==> src/rtl/ctl_bank_pkg.sv <==
package ctl_bank_pkg;
  localparam int WORD_W      = 20;
  localparam int ENH_W       = 8;
  localparam int SYNC_STAGES = 2;
  localparam int NUM_LINES   = 4;
  // bit index of each control line in the synchronized bus
  localparam int LN_SCLK = 0;
  localparam int LN_SDAT = 1;
  localparam int LN_XFER = 2;
  localparam int LN_EWR  = 3;
endpackage

==> src/rtl/ctl_sync.sv <==
module ctl_sync #(
  parameter int WIDTH  = 4,
  parameter int STAGES = 2
) (
  input  logic             clk_i,
  input  logic             rst_ni,
  input  logic [WIDTH-1:0] d_i,
  output logic [WIDTH-1:0] q_o
);
  logic [WIDTH-1:0] stage_q [STAGES];
  logic [WIDTH-1:0] stage_d [STAGES];

  always_comb begin
    stage_d[0] = d_i;
    for (int s = 1; s < STAGES; s++) stage_d[s] = stage_q[s-1];
  end

  for (genvar g = 0; g < STAGES; g++) begin : g_stage
    always_ff @(posedge clk_i or negedge rst_ni) begin
      if (!rst_ni) stage_q[g] <= '0;
      else         stage_q[g] <= stage_d[g];
    end
  end

  assign q_o = stage_q[STAGES-1];
endmodule

==> src/rtl/ctl_shreg.sv <==
module ctl_shreg #(
  parameter int W = 20
) (
  input  logic         clk_i,
  input  logic         rst_ni,
  input  logic         shift_en_i,
  input  logic         bit_i,
  output logic [W-1:0] q_o
);
  logic [W-1:0] q_q, q_d;

  always_comb begin
    q_d = q_q;
    if (shift_en_i) q_d = {bit_i, q_q[W-1:1]};
  end

  always_ff @(posedge clk_i or negedge rst_ni) begin
    if (!rst_ni) q_q <= '0;
    else         q_q <= q_d;
  end

  assign q_o = q_q;

  // the new bit enters at the top and the old top bit moves down one place
  p_enter_top_r2: assert property (@(posedge clk_i) disable iff (!rst_ni)
    shift_en_i |=> (q_o[W-1] == $past(bit_i)) && (q_o[W-2] == $past(q_o[W-1])));
  // no edge means no change
  p_hold_idle_r8: assert property (@(posedge clk_i) disable iff (!rst_ni)
    !shift_en_i |=> $stable(q_o));
endmodule

==> src/rtl/ctl_shift_bank.sv <==
module ctl_shift_bank
  import ctl_bank_pkg::*;
#(
  parameter int WORD_BITS = WORD_W,
  parameter int ENH_BITS  = ENH_W,
  parameter int SYNC_N    = SYNC_STAGES
) (
  input  logic                 clk_i,
  input  logic                 rst_ni,
  input  logic                 sclk_i,
  input  logic                 sdat_i,
  input  logic                 xfer_i,
  input  logic                 ewr_i,
  input  logic                 fsel_i,
  input  logic                 enh_n_i,
  output logic [WORD_BITS-1:0] word_o,
  output logic [ENH_BITS-1:0]  enh_o
);
  localparam int RST_STAGES = 2;

  // reset: asserted asynchronously, released synchronously
  logic [RST_STAGES-1:0] rst_q;
  logic                  rst_n;
  always_ff @(posedge clk_i or negedge rst_ni) begin
    if (!rst_ni) rst_q <= '0;
    else         rst_q <= {rst_q[RST_STAGES-2:0], 1'b1};
  end
  assign rst_n = rst_q[RST_STAGES-1];

  logic [NUM_LINES-1:0] raw, syn;
  always_comb begin
    raw          = '0;
    raw[LN_SCLK] = sclk_i;
    raw[LN_SDAT] = sdat_i;
    raw[LN_XFER] = xfer_i;
    raw[LN_EWR]  = ewr_i;
  end

  ctl_sync #(.WIDTH(NUM_LINES), .STAGES(SYNC_N)) u_sync (
    .clk_i (clk_i), .rst_ni(rst_n), .d_i(raw), .q_o(syn)
  );

  // edge detection on the serial clock and the transfer strobe
  logic sclk_prev_q, xfer_prev_q;
  logic sclk_rise, xfer_rise, shift_main, shift_enh;
  always_comb begin
    sclk_rise  = syn[LN_SCLK] & ~sclk_prev_q;
    xfer_rise  = syn[LN_XFER] & ~xfer_prev_q;
    shift_main = sclk_rise & ~syn[LN_EWR];
    shift_enh  = sclk_rise &  syn[LN_EWR];
  end

  always_ff @(posedge clk_i or negedge rst_n) begin
    if (!rst_n) begin
      sclk_prev_q <= 1'b0;
      xfer_prev_q <= 1'b0;
    end else begin
      sclk_prev_q <= syn[LN_SCLK];
      xfer_prev_q <= syn[LN_XFER];
    end
  end

  logic [WORD_BITS-1:0] shift_word;
  logic [ENH_BITS-1:0]  enh_word;

  ctl_shreg #(.W(WORD_BITS)) u_main (
    .clk_i(clk_i), .rst_ni(rst_n), .shift_en_i(shift_main),
    .bit_i(syn[LN_SDAT]), .q_o(shift_word)
  );

  ctl_shreg #(.W(ENH_BITS)) u_enh (
    .clk_i(clk_i), .rst_ni(rst_n), .shift_en_i(shift_enh),
    .bit_i(syn[LN_SDAT]), .q_o(enh_word)
  );

  // holding word: takes the pre-shift contents, even when a shift happens in the same cycle
  logic [WORD_BITS-1:0] hold_q, hold_d;
  always_comb begin
    hold_d = hold_q;
    if (xfer_rise) hold_d = shift_word;
  end

  always_ff @(posedge clk_i or negedge rst_n) begin
    if (!rst_n) hold_q <= '0;
    else        hold_q <= hold_d;
  end

  assign word_o = fsel_i ? hold_q : shift_word;
  assign enh_o  = enh_n_i ? '0 : enh_word;

  // transfer copies the pre-edge shift word (R7 covers a shift in the same cycle)
  p_copy_r3: assert property (@(posedge clk_i) disable iff (!rst_n)
    xfer_rise |=> hold_q == $past(shift_word));
  // holding word changes only on a transfer
  p_hold_stable_r3: assert property (@(posedge clk_i) disable iff (!rst_n)
    !xfer_rise |=> $stable(hold_q));
  // steering into the enhancement word leaves the shift word alone
  p_steer_r4: assert property (@(posedge clk_i) disable iff (!rst_n)
    shift_enh |=> $stable(shift_word));
  // a serial clock rise is a single-cycle pulse
  p_single_rise_r8: assert property (@(posedge clk_i) disable iff (!rst_n)
    sclk_rise |=> !sclk_rise);
endmodule

==> config.mk <==
export PLATFORM = sky130hd
export DESIGN_NAME = ctl_shift_bank
export DESIGN_NICKNAME = d
export VERILOG_FILES = /design/src/rtl/ctl_bank_pkg.sv /design/src/rtl/ctl_sync.sv /design/src/rtl/ctl_shreg.sv /design/src/rtl/ctl_shift_bank.sv
export SDC_FILE = /design/constraint.sdc
export NUM_CORES = 1
export LEC_CHECK = 0
export BUFFER_PORTS_ARGS = -buffer_cell sky130_fd_sc_hd__buf_2
export CORE_ASPECT_RATIO = 1.4
export CORE_UTILIZATION = 60
export CTS_CLUSTER_DIAMETER = 60
export DETAILED_ROUTE_END_ITERATION = 10
export HOLD_SLACK_MARGIN = 0.03
export MAX_ROUTING_LAYER = met4
export PLACE_DENSITY = 0.83
export SYNTH_ARGS = -nofsm -noshare
export SYNTH_HDL_FRONTEND = slang
export SYNTH_SLANG_ARGS = --single-unit
==> constraint.sdc <==
create_clock -name clk_i -period 4.18 [get_ports clk_i]
set_clock_uncertainty 0.1 [all_clocks]
set_input_delay 0.836 -clock clk_i [delete_from_list [all_inputs] [get_ports clk_i]]
set_output_delay 0.836 -clock clk_i [all_outputs]
set_load 0.01 [all_outputs]
# ---- After elaboration in Yosys (flattened, before gate mapping)
# Index checks and enable logic that the tools add are counted.
# W data, S select, Z words.
dict set report totals {
  regBits 60
  output_inout_bits 28
  in_bits 8
  word_cells 17
}
dict set report classes {
  n_mux 2
  n_bitwise 7
}
# cell n
set op_table {}
lappend op_table {{$mux W20} 1}
lappend op_table {{$mux W8} 1}
lappend op_table {{$and A1 B1 Y1} 4}
lappend op_table {{$not A1 Y1} 3}

# ---- Longest topological paths before layout
# Gate-level depths: netlist (run 1).
dict set report depth {
  word_depth 3
  mapped_depth 3
  depth_no_buf 2
}

# ---- Cells and area by module
# From an unflattened synthesis (run 1), not the netlist that was laid out.
dict set report hier_totals {
  cells_unflattened 147
  hier_area_um2 2597.5
}
# module cells_each area_per_inst_um2 instances
set by_module_without_submodules {}
lappend by_module_without_submodules {ctl_shift_bank 80 1242.4 1}
lappend by_module_without_submodules {{ctl_shreg at u_main} 42 823.3 1}
lappend by_module_without_submodules {{ctl_shreg at u_enh} 17 331.6 1}
lappend by_module_without_submodules {ctl_sync 8 200.2 1}

# ---- Worst setup path before layout (run 1)
# OpenSTA, ideal clock, no wires.
dict set report synth_path {
  path_type {input-to-output}
  from {input port fsel_i}
  to {output port word_o[0]}
  arrival_time_ns 1.398
  t_required_ns 3.244
  path_slack_ns 1.846
  path_buffers 1
  path_stages 2
  cell_sequence {buf_2 > mux2_2}
}
dict set report synth_via {
  elab_chain_cells 1
}
# element line_no
set synth_lines {}
lappend synth_lines {{start: declaration} ctl_shift_bank.sv:14} ;# input logic fsel_i,
lappend synth_lines {{$mux W20} ctl_shift_bank.sv:88} ;# assign word_o = fsel_i ? hold_q : shift_word;
lappend synth_lines {{end: declaration} ctl_shift_bank.sv:16} ;# output logic [WORD_BITS-1:0] word_o,
# Every way passes these cells.

# ---- Final worst setup path (run 1)
dict set report layout_path {
  from {input port fsel_i}
  to {output port word_o[16]}
}
# The elaborated chain is that of the path after synthesis.

==> results of run 1 <==
[state kept, by name, summed over array words and instances, names as in the netlist]
| register | count |
|---|---|
| u_sync.stage_d | 4 |
| xfer_prev_q | 1 |
| sclk_prev_q | 1 |
| u_enh.q_o | 8 |
| u_main.q_o | 20 |
| hold_q | 20 |
| rst_q | 2 |
| u_sync.q_o | 4 |
[power groups by stage]
stage / combinational (mW) / sequential (mW) / clock [mW]
global route: 0.298 / 0.786 / 0.503
global placement: 0.266 / 0.767 / 0
floorplan: 0.196 / 0.757 / 0
finish: 0.274 / 0.767 / 0.463
detailed placement: 0.279 / 0.778 / 0
CTS: 0.279 / 0.769 / 0.477
[area by class of cell]
class	count	area (µm²)
Tap cell	42	52.6
Clock buffer	15	176
Multi-Input combinational cell	80	850
Fill cell	242	965
Clock inverter	1	5.00
Timing Repair Buffer	37	190
Sequential cell	60	1500
[final timing paths]
path | startpoint | end | slack, ns | cells after the start
setup / recovery | fsel_i | word_o[16] | 1.46 | 3
hold / removal | rst_ni | rst_q[0] | 0.19 | 1
setup reg to reg | u_sync.q_o[2] | hold_q[16] | 2.48 | 2
hold reg to reg | rst_q[0] | rst_q[1] | 0.25 | 0
max in group asynchronous | rst_q[1] | hold_q[12] | 3.23 | 1
min in group clk_i | rst_q[0] | rst_q[1] | 0.25 | 0
[routing by layer]
metal	share of wire	vias to the layer above
li1	-	594
met1	0.41	646
met2	0.52	27
met3	0.045	8
met4	0.020	0
met5	0	-
[logic make-up after synthesis]
group / synth area share
buffers and inverters: 0.0147
AND/OR/NAND/NOR: 0.0336
multiplexers: 0.321
flip-flops: 0.629
other: 0.00157
[placed cells by master (no fill, tap or decap)]
cell       n
nand3b_2   1
buf_4      2
nor2b_1    8
buf_2     35
mux2_1     2
nand2b_1   1
clkbuf_1   3
dfrtp_2    1
clkbuf_8  12
clkinv_2   1
nor3b_2    1
conb_1     1
mux2_2    66
dfrtp_1   59
==> results_dict.tcl, run 1 <==
set metrics [dict create \
    status "finished, final reports clean" \
    tightest_slew_ns 0.947 \
    initial_utilization 0.638 \
    clkPwrFrac 0.308 \
    final_util 0.742 \
    yosysTopAreaCell "dfrtp_1" \
    synthCells 146 \
    cts_setup_buffers 0 \
    synth_ff_type "dfrtp_1" \
    hpwl_um 2330 \
    die_y_um 76.6 \
    cp_slowest_cell "buf_2" \
    cts_tree "yes" \
    crit_type "input port to output port" \
    worstPathArrival_ns 1.78 \
    ant_nets 0 \
    p_comb_frac 0.182 \
    gp_congestion 0.683 \
    drive_above_1_share 0.617 \
    cp-end-kind "output port" \
    numCtsBuffers 9 \
    async_flop_share 1.00 \
    cts_hold_buf 0 \
    first_global_vias 1370 \
    post_cts_resized 0 \
    grt_pass1_wl_um 6220 \
    cp_max_fo 20 \
    rsz0062_at_grt "no" \
    total_power_mw 1.50 \
    grt_max_degree 59 \
    firstDrtPassIters 4 \
    ys.warnings.count 0 \
    final_cells 235 \
    met2_usage 0.319 \
    crit_top_cell "buf_2" \
    vias 1275 \
    cellLeakagePower_nw 1.43 \
    final_area_um2 2780 \
    dpl_cell_area_um2 2590 \
    pwr-share-seq 0.510 \
    clockBufferDepth 2 \
    cts_sinks 60 \
    fmax_mhz 368 \
    drv_slew 0 \
    ys_ff_latch 60 \
    grt_usage 0.203 \
    met1_usage 0.221 \
    finalHoldViolCount 0 \
    synth_commonest_cells "66 x mux2_2, 60 x dfrtp_1, 8 x nor2b_1, 4 x buf_2" \
    crit_buf_inv 2 \
    clk-insertion-delay-late_ns 0.32 \
    core_um2 3740 \
    port_buffers 35 \
    num-nets-final 196 \
    pin_count 36 \
    drc 0 \
    syn_area_per_cell_um2 16.3 \
    synth.area.top_cells "dfrtp_1 63%, mux2_2 31%, nor2b_1 2.1%, mux2_1 0.94%, buf_2 0.84%" \
    drv_cap 0 \
    hp-class "input port to asynchronous set/reset pin" \
    p_per_area_nw_per_um2 542 \
    crit_family "buffers and inverters" \
    setup_violations 0 \
    setup_slack_ns 1.46 \
    start_kind "input port" \
    switching_share 0.255 \
    die_width_um 55.3 \
    clk_pin_slew_ns 0.06 \
    p_switching_uw 384 \
    htree_num_levels 3 \
    drt-initial-drc-count 31 \
    synth_top_area_frac 0.629 \
    slew_headroom 0.369 \
    cts_root_buffer "clkbuf_8" \
    tns_ns 0 \
    wirelength_um 3580 \
    fin_crit_sh 0.650 \
    grt.busiest_layer "met2" \
    worstPathCellList "buf_2 > mux2_2 > buf_2" \
    seq_area_frac_synth 0.629 \
    cp.required_ns 3.24 \
    antenna_found_initial 0 \
    synth_nets 154 \
    fin_crit_ns 2.72 \
    vdd_drop_max_mv 0.394 \
    dp_slack_ns 1.45 \
    die_area_um2 4240 \
    diodes 0 \
    hold_ws_ns 0.186 \
    syn_to_final_growth_pct 16.4 \
    overflow 0 \
    synth_edf_count 0 \
    synth_most_common_cell "mux2_2" \
    placed_cells 219 \
    met3_usage 0.0764 \
    slowest_delay_ns 0.40 \
    fp-row-count 26 \
    synth_area_um2 2390 \
    synth_cell_types 10 \
    p_int_mw 1.12 \
    via_per_inst 5.43 \
    wl_per_cell_um 15.2 \
]
Note: power is estimated with default switching activity, not from simulation.
==> inputs of run 2 (changes only) <==
--- a/config.mk
+++ b/config.mk
@@ -7,12 +7,12 @@
 export LEC_CHECK = 0
 export BUFFER_PORTS_ARGS = -buffer_cell sky130_fd_sc_hd__buf_2
 export CORE_ASPECT_RATIO = 1.4
-export CORE_UTILIZATION = 60
+export CORE_UTILIZATION = 55
 export CTS_CLUSTER_DIAMETER = 60
 export DETAILED_ROUTE_END_ITERATION = 10
 export HOLD_SLACK_MARGIN = 0.03
 export MAX_ROUTING_LAYER = met4
-export PLACE_DENSITY = 0.83
+export PLACE_DENSITY = 0.77
 export SYNTH_ARGS = -nofsm -noshare
 export SYNTH_HDL_FRONTEND = slang
 export SYNTH_SLANG_ARGS = --single-unit
==> constraint.sdc (replaced) <==
create_clock -name clk_i -period 2.5 [get_ports clk_i]
set_clock_uncertainty 0.1 [all_clocks]
set_input_delay 0.5 -clock clk_i [delete_from_list [all_inputs] [get_ports clk_i]]
set_output_delay 0.5 -clock clk_i [all_outputs]
set_load 0.01 [all_outputs]
==> run 2 against run 1 <==
  * Sequential power increased by 67%
  * Largest power group unchanged
  * Global-route usage shrank 2.0 points
  * Non-clock buffer count is 2 higher
  * Die area up 8.8%
  * The run now ends with DRC left
  * Highest routed layer unchanged
  * Critical path depth unchanged
  * Final cell count is 2.1% higher
==> results_dict.tcl, run 2 (same netlist as run 1, synthesis figures left out) <==
set metrics [dict create \
    status "finished, violations left" \
    violations "DRC" \
    cts_sinks 60 \
    vdd_drop_max_mv 0.555 \
    p_comb_frac 0.166 \
    drt-initial-drc-count 27 \
    grt_pass1_wl_um 6040 \
    dpl_cell_area_um2 2610 \
    crit_type "input port to output port" \
    final_util 0.679 \
    core_um2 4200 \
    post_cts_resized 0 \
    placed_cells 223 \
    hp-class "flop to asynchronous set/reset pin" \
    clkPwrFrac 0.370 \
    fin_crit_sh 0.814 \
    overflow 0 \
    syn_to_final_growth_pct 19.7 \
    port_buffers 35 \
    cts_tree "yes" \
    cp-end-kind "output port" \
    fillCellCount 306 \
    regArea_um2 1500 \
    drv_cap 0 \
    p_int_mw 2.09 \
    finalHoldViolCount 0 \
    clockBufferDepth 2 \
    gp_congestion 0.700 \
    initial_utilization 0.568 \
    clk_pin_slew_ns 0.06 \
    final_cells 240 \
    pwr-share-seq 0.464 \
    hpwl_um 2450 \
    drive_above_1_share 0.631 \
    fp-row-count 28 \
    worstPathArrival_ns 1.43 \
    cts_root_buffer "clkbuf_8" \
    pin_count 36 \
    switching_share 0.242 \
    die_y_um 79.9 \
    p_switching_uw 668 \
    tightest_slew_ns 0.935 \
    cp_max_fo 20 \
    wirelength_um 3670 \
    rsz0062_at_grt "no" \
    numCtsBuffers 9 \
    ant_nets 0 \
    layout_commonest_cell "mux2_2" \
    p_per_area_nw_per_um2 966 \
    num-nets-final 198 \
    mostFrequentLayoutCells "66 x mux2_2, 59 x dfrtp_1, 35 x buf_2" \
    drc 3 \
    wl_per_cell_um 15.3 \
    firstDrtPassIters 7 \
    grt_usage 0.184 \
    final_area_um2 2860 \
    fmax_mhz 491 \
    tns_ns 0 \
    diodes 0 \
    clk-insertion-delay-late_ns 0.32 \
    start_kind "input port" \
    via_per_inst 5.48 \
    cellLeakagePower_nw 1.46 \
    grt_max_degree 26 \
    drv_slew 0 \
    cp.required_ns 1.90 \
    cts_hold_buf 1 \
    multi_input_area_um2 850 \
    antenna_found_initial 0 \
    cts_setup_buffers 0 \
    setup_violations 0 \
    first_global_vias 1346 \
    die_width_um 57.7 \
    fin_crit_ns 2.03 \
    slew_headroom 0.377 \
    vias 1314 \
    htree_num_levels 3 \
    die_area_um2 4610 \
]
run 2: cell types whose count changed in the layout (fill, tap and decap cells not counted):
cell,delta
bufinv_16,+3
clkbuf_1,-3
clkbuf_8,-3
clkinvlp_4,+2
buf_4,+1
clkinv_2,+1
dlygate4sd3_1,+1
run 2: metrics by stage:
| step | setup slack, ns | hold WS, ns | power (mW) |
|---|---|---|---|
| 2_1_floorplan | 0.606 | 0.104 | 1.59 |
| 3_3_place_gp | 0.475 | 0.0514 | 1.73 |
| 3_5_place_dp | 0.453 | 0.0568 | 1.76 |
| 4_1_cts | 0.447 | 0.0623 | 2.80 |
| 5_1_grt | 0.429 | 0.0853 | 2.89 |
| 6_report | 0.465 | 0.0567 | 2.76 |
run 2: layer usage:
| layer | routed length [µm] | vias up | track usage |
|---|---|---|---|
| met1 | 1510 | 671 | 0.213 |
| met5 | 0 | - | - |
| met2 | 2010 | 29 | 0.298 |
| li1 | - | 608 | - |
| met3 | 109 | 6 | 0.0389 |
| met4 | 38 | 0 | 0.100 |
run 2: final cells by class:
cell class                      count  area share
Timing Repair Buffer               39      0.0727
Tap cell                           45      0.0197
Multi-Input combinational cell     80       0.298
Clock inverter                      7      0.0403
Clock buffer                        9      0.0434
Sequential cell                    60       0.526
run 2: worst max-delay path, cell delays in order:
cell and delay [ns]:
buf_2 0.39, mux2_2 0.40, buf_2 0.14
run 2: power by group through the flow:
| stage | sequential, mW | clock, mW | combinational (mW) |
|---|---|---|---|
| after floorplan | 1.27 | 0 | 0.328 |
| after CTS | 1.28 | 1.05 | 0.470 |
| final | 1.28 | 1.02 | 0.458 |
| after detailed placement | 1.30 | 0 | 0.466 |
| after global routing | 1.31 | 1.08 | 0.500 |
| after global placement | 1.28 | 0 | 0.448 |
run 2: final timing paths:
| path | slack [ns] | startpoint | end | cells past startpoint |
|---|---|---|---|---|
| worst max-delay path | 0.47 | fsel_i | word_o[17] | 3 |
| worst min-delay path | 0.06 | rst_q[1] | u_sync.stage_d[0] | 0 |
| worst max register to register | 0.79 | xfer_prev_q | hold_q[13] | 2 |
| worst min register to register | 0.06 | rst_q[1] | u_sync.stage_d[0] | 0 |
| max in group asynchronous | 1.61 | rst_q[1] | u_main.q_o[9] | 1 |
| min in group clk_i | 0.18 | ewr_i | u_sync.stage_d[3] | 1 |
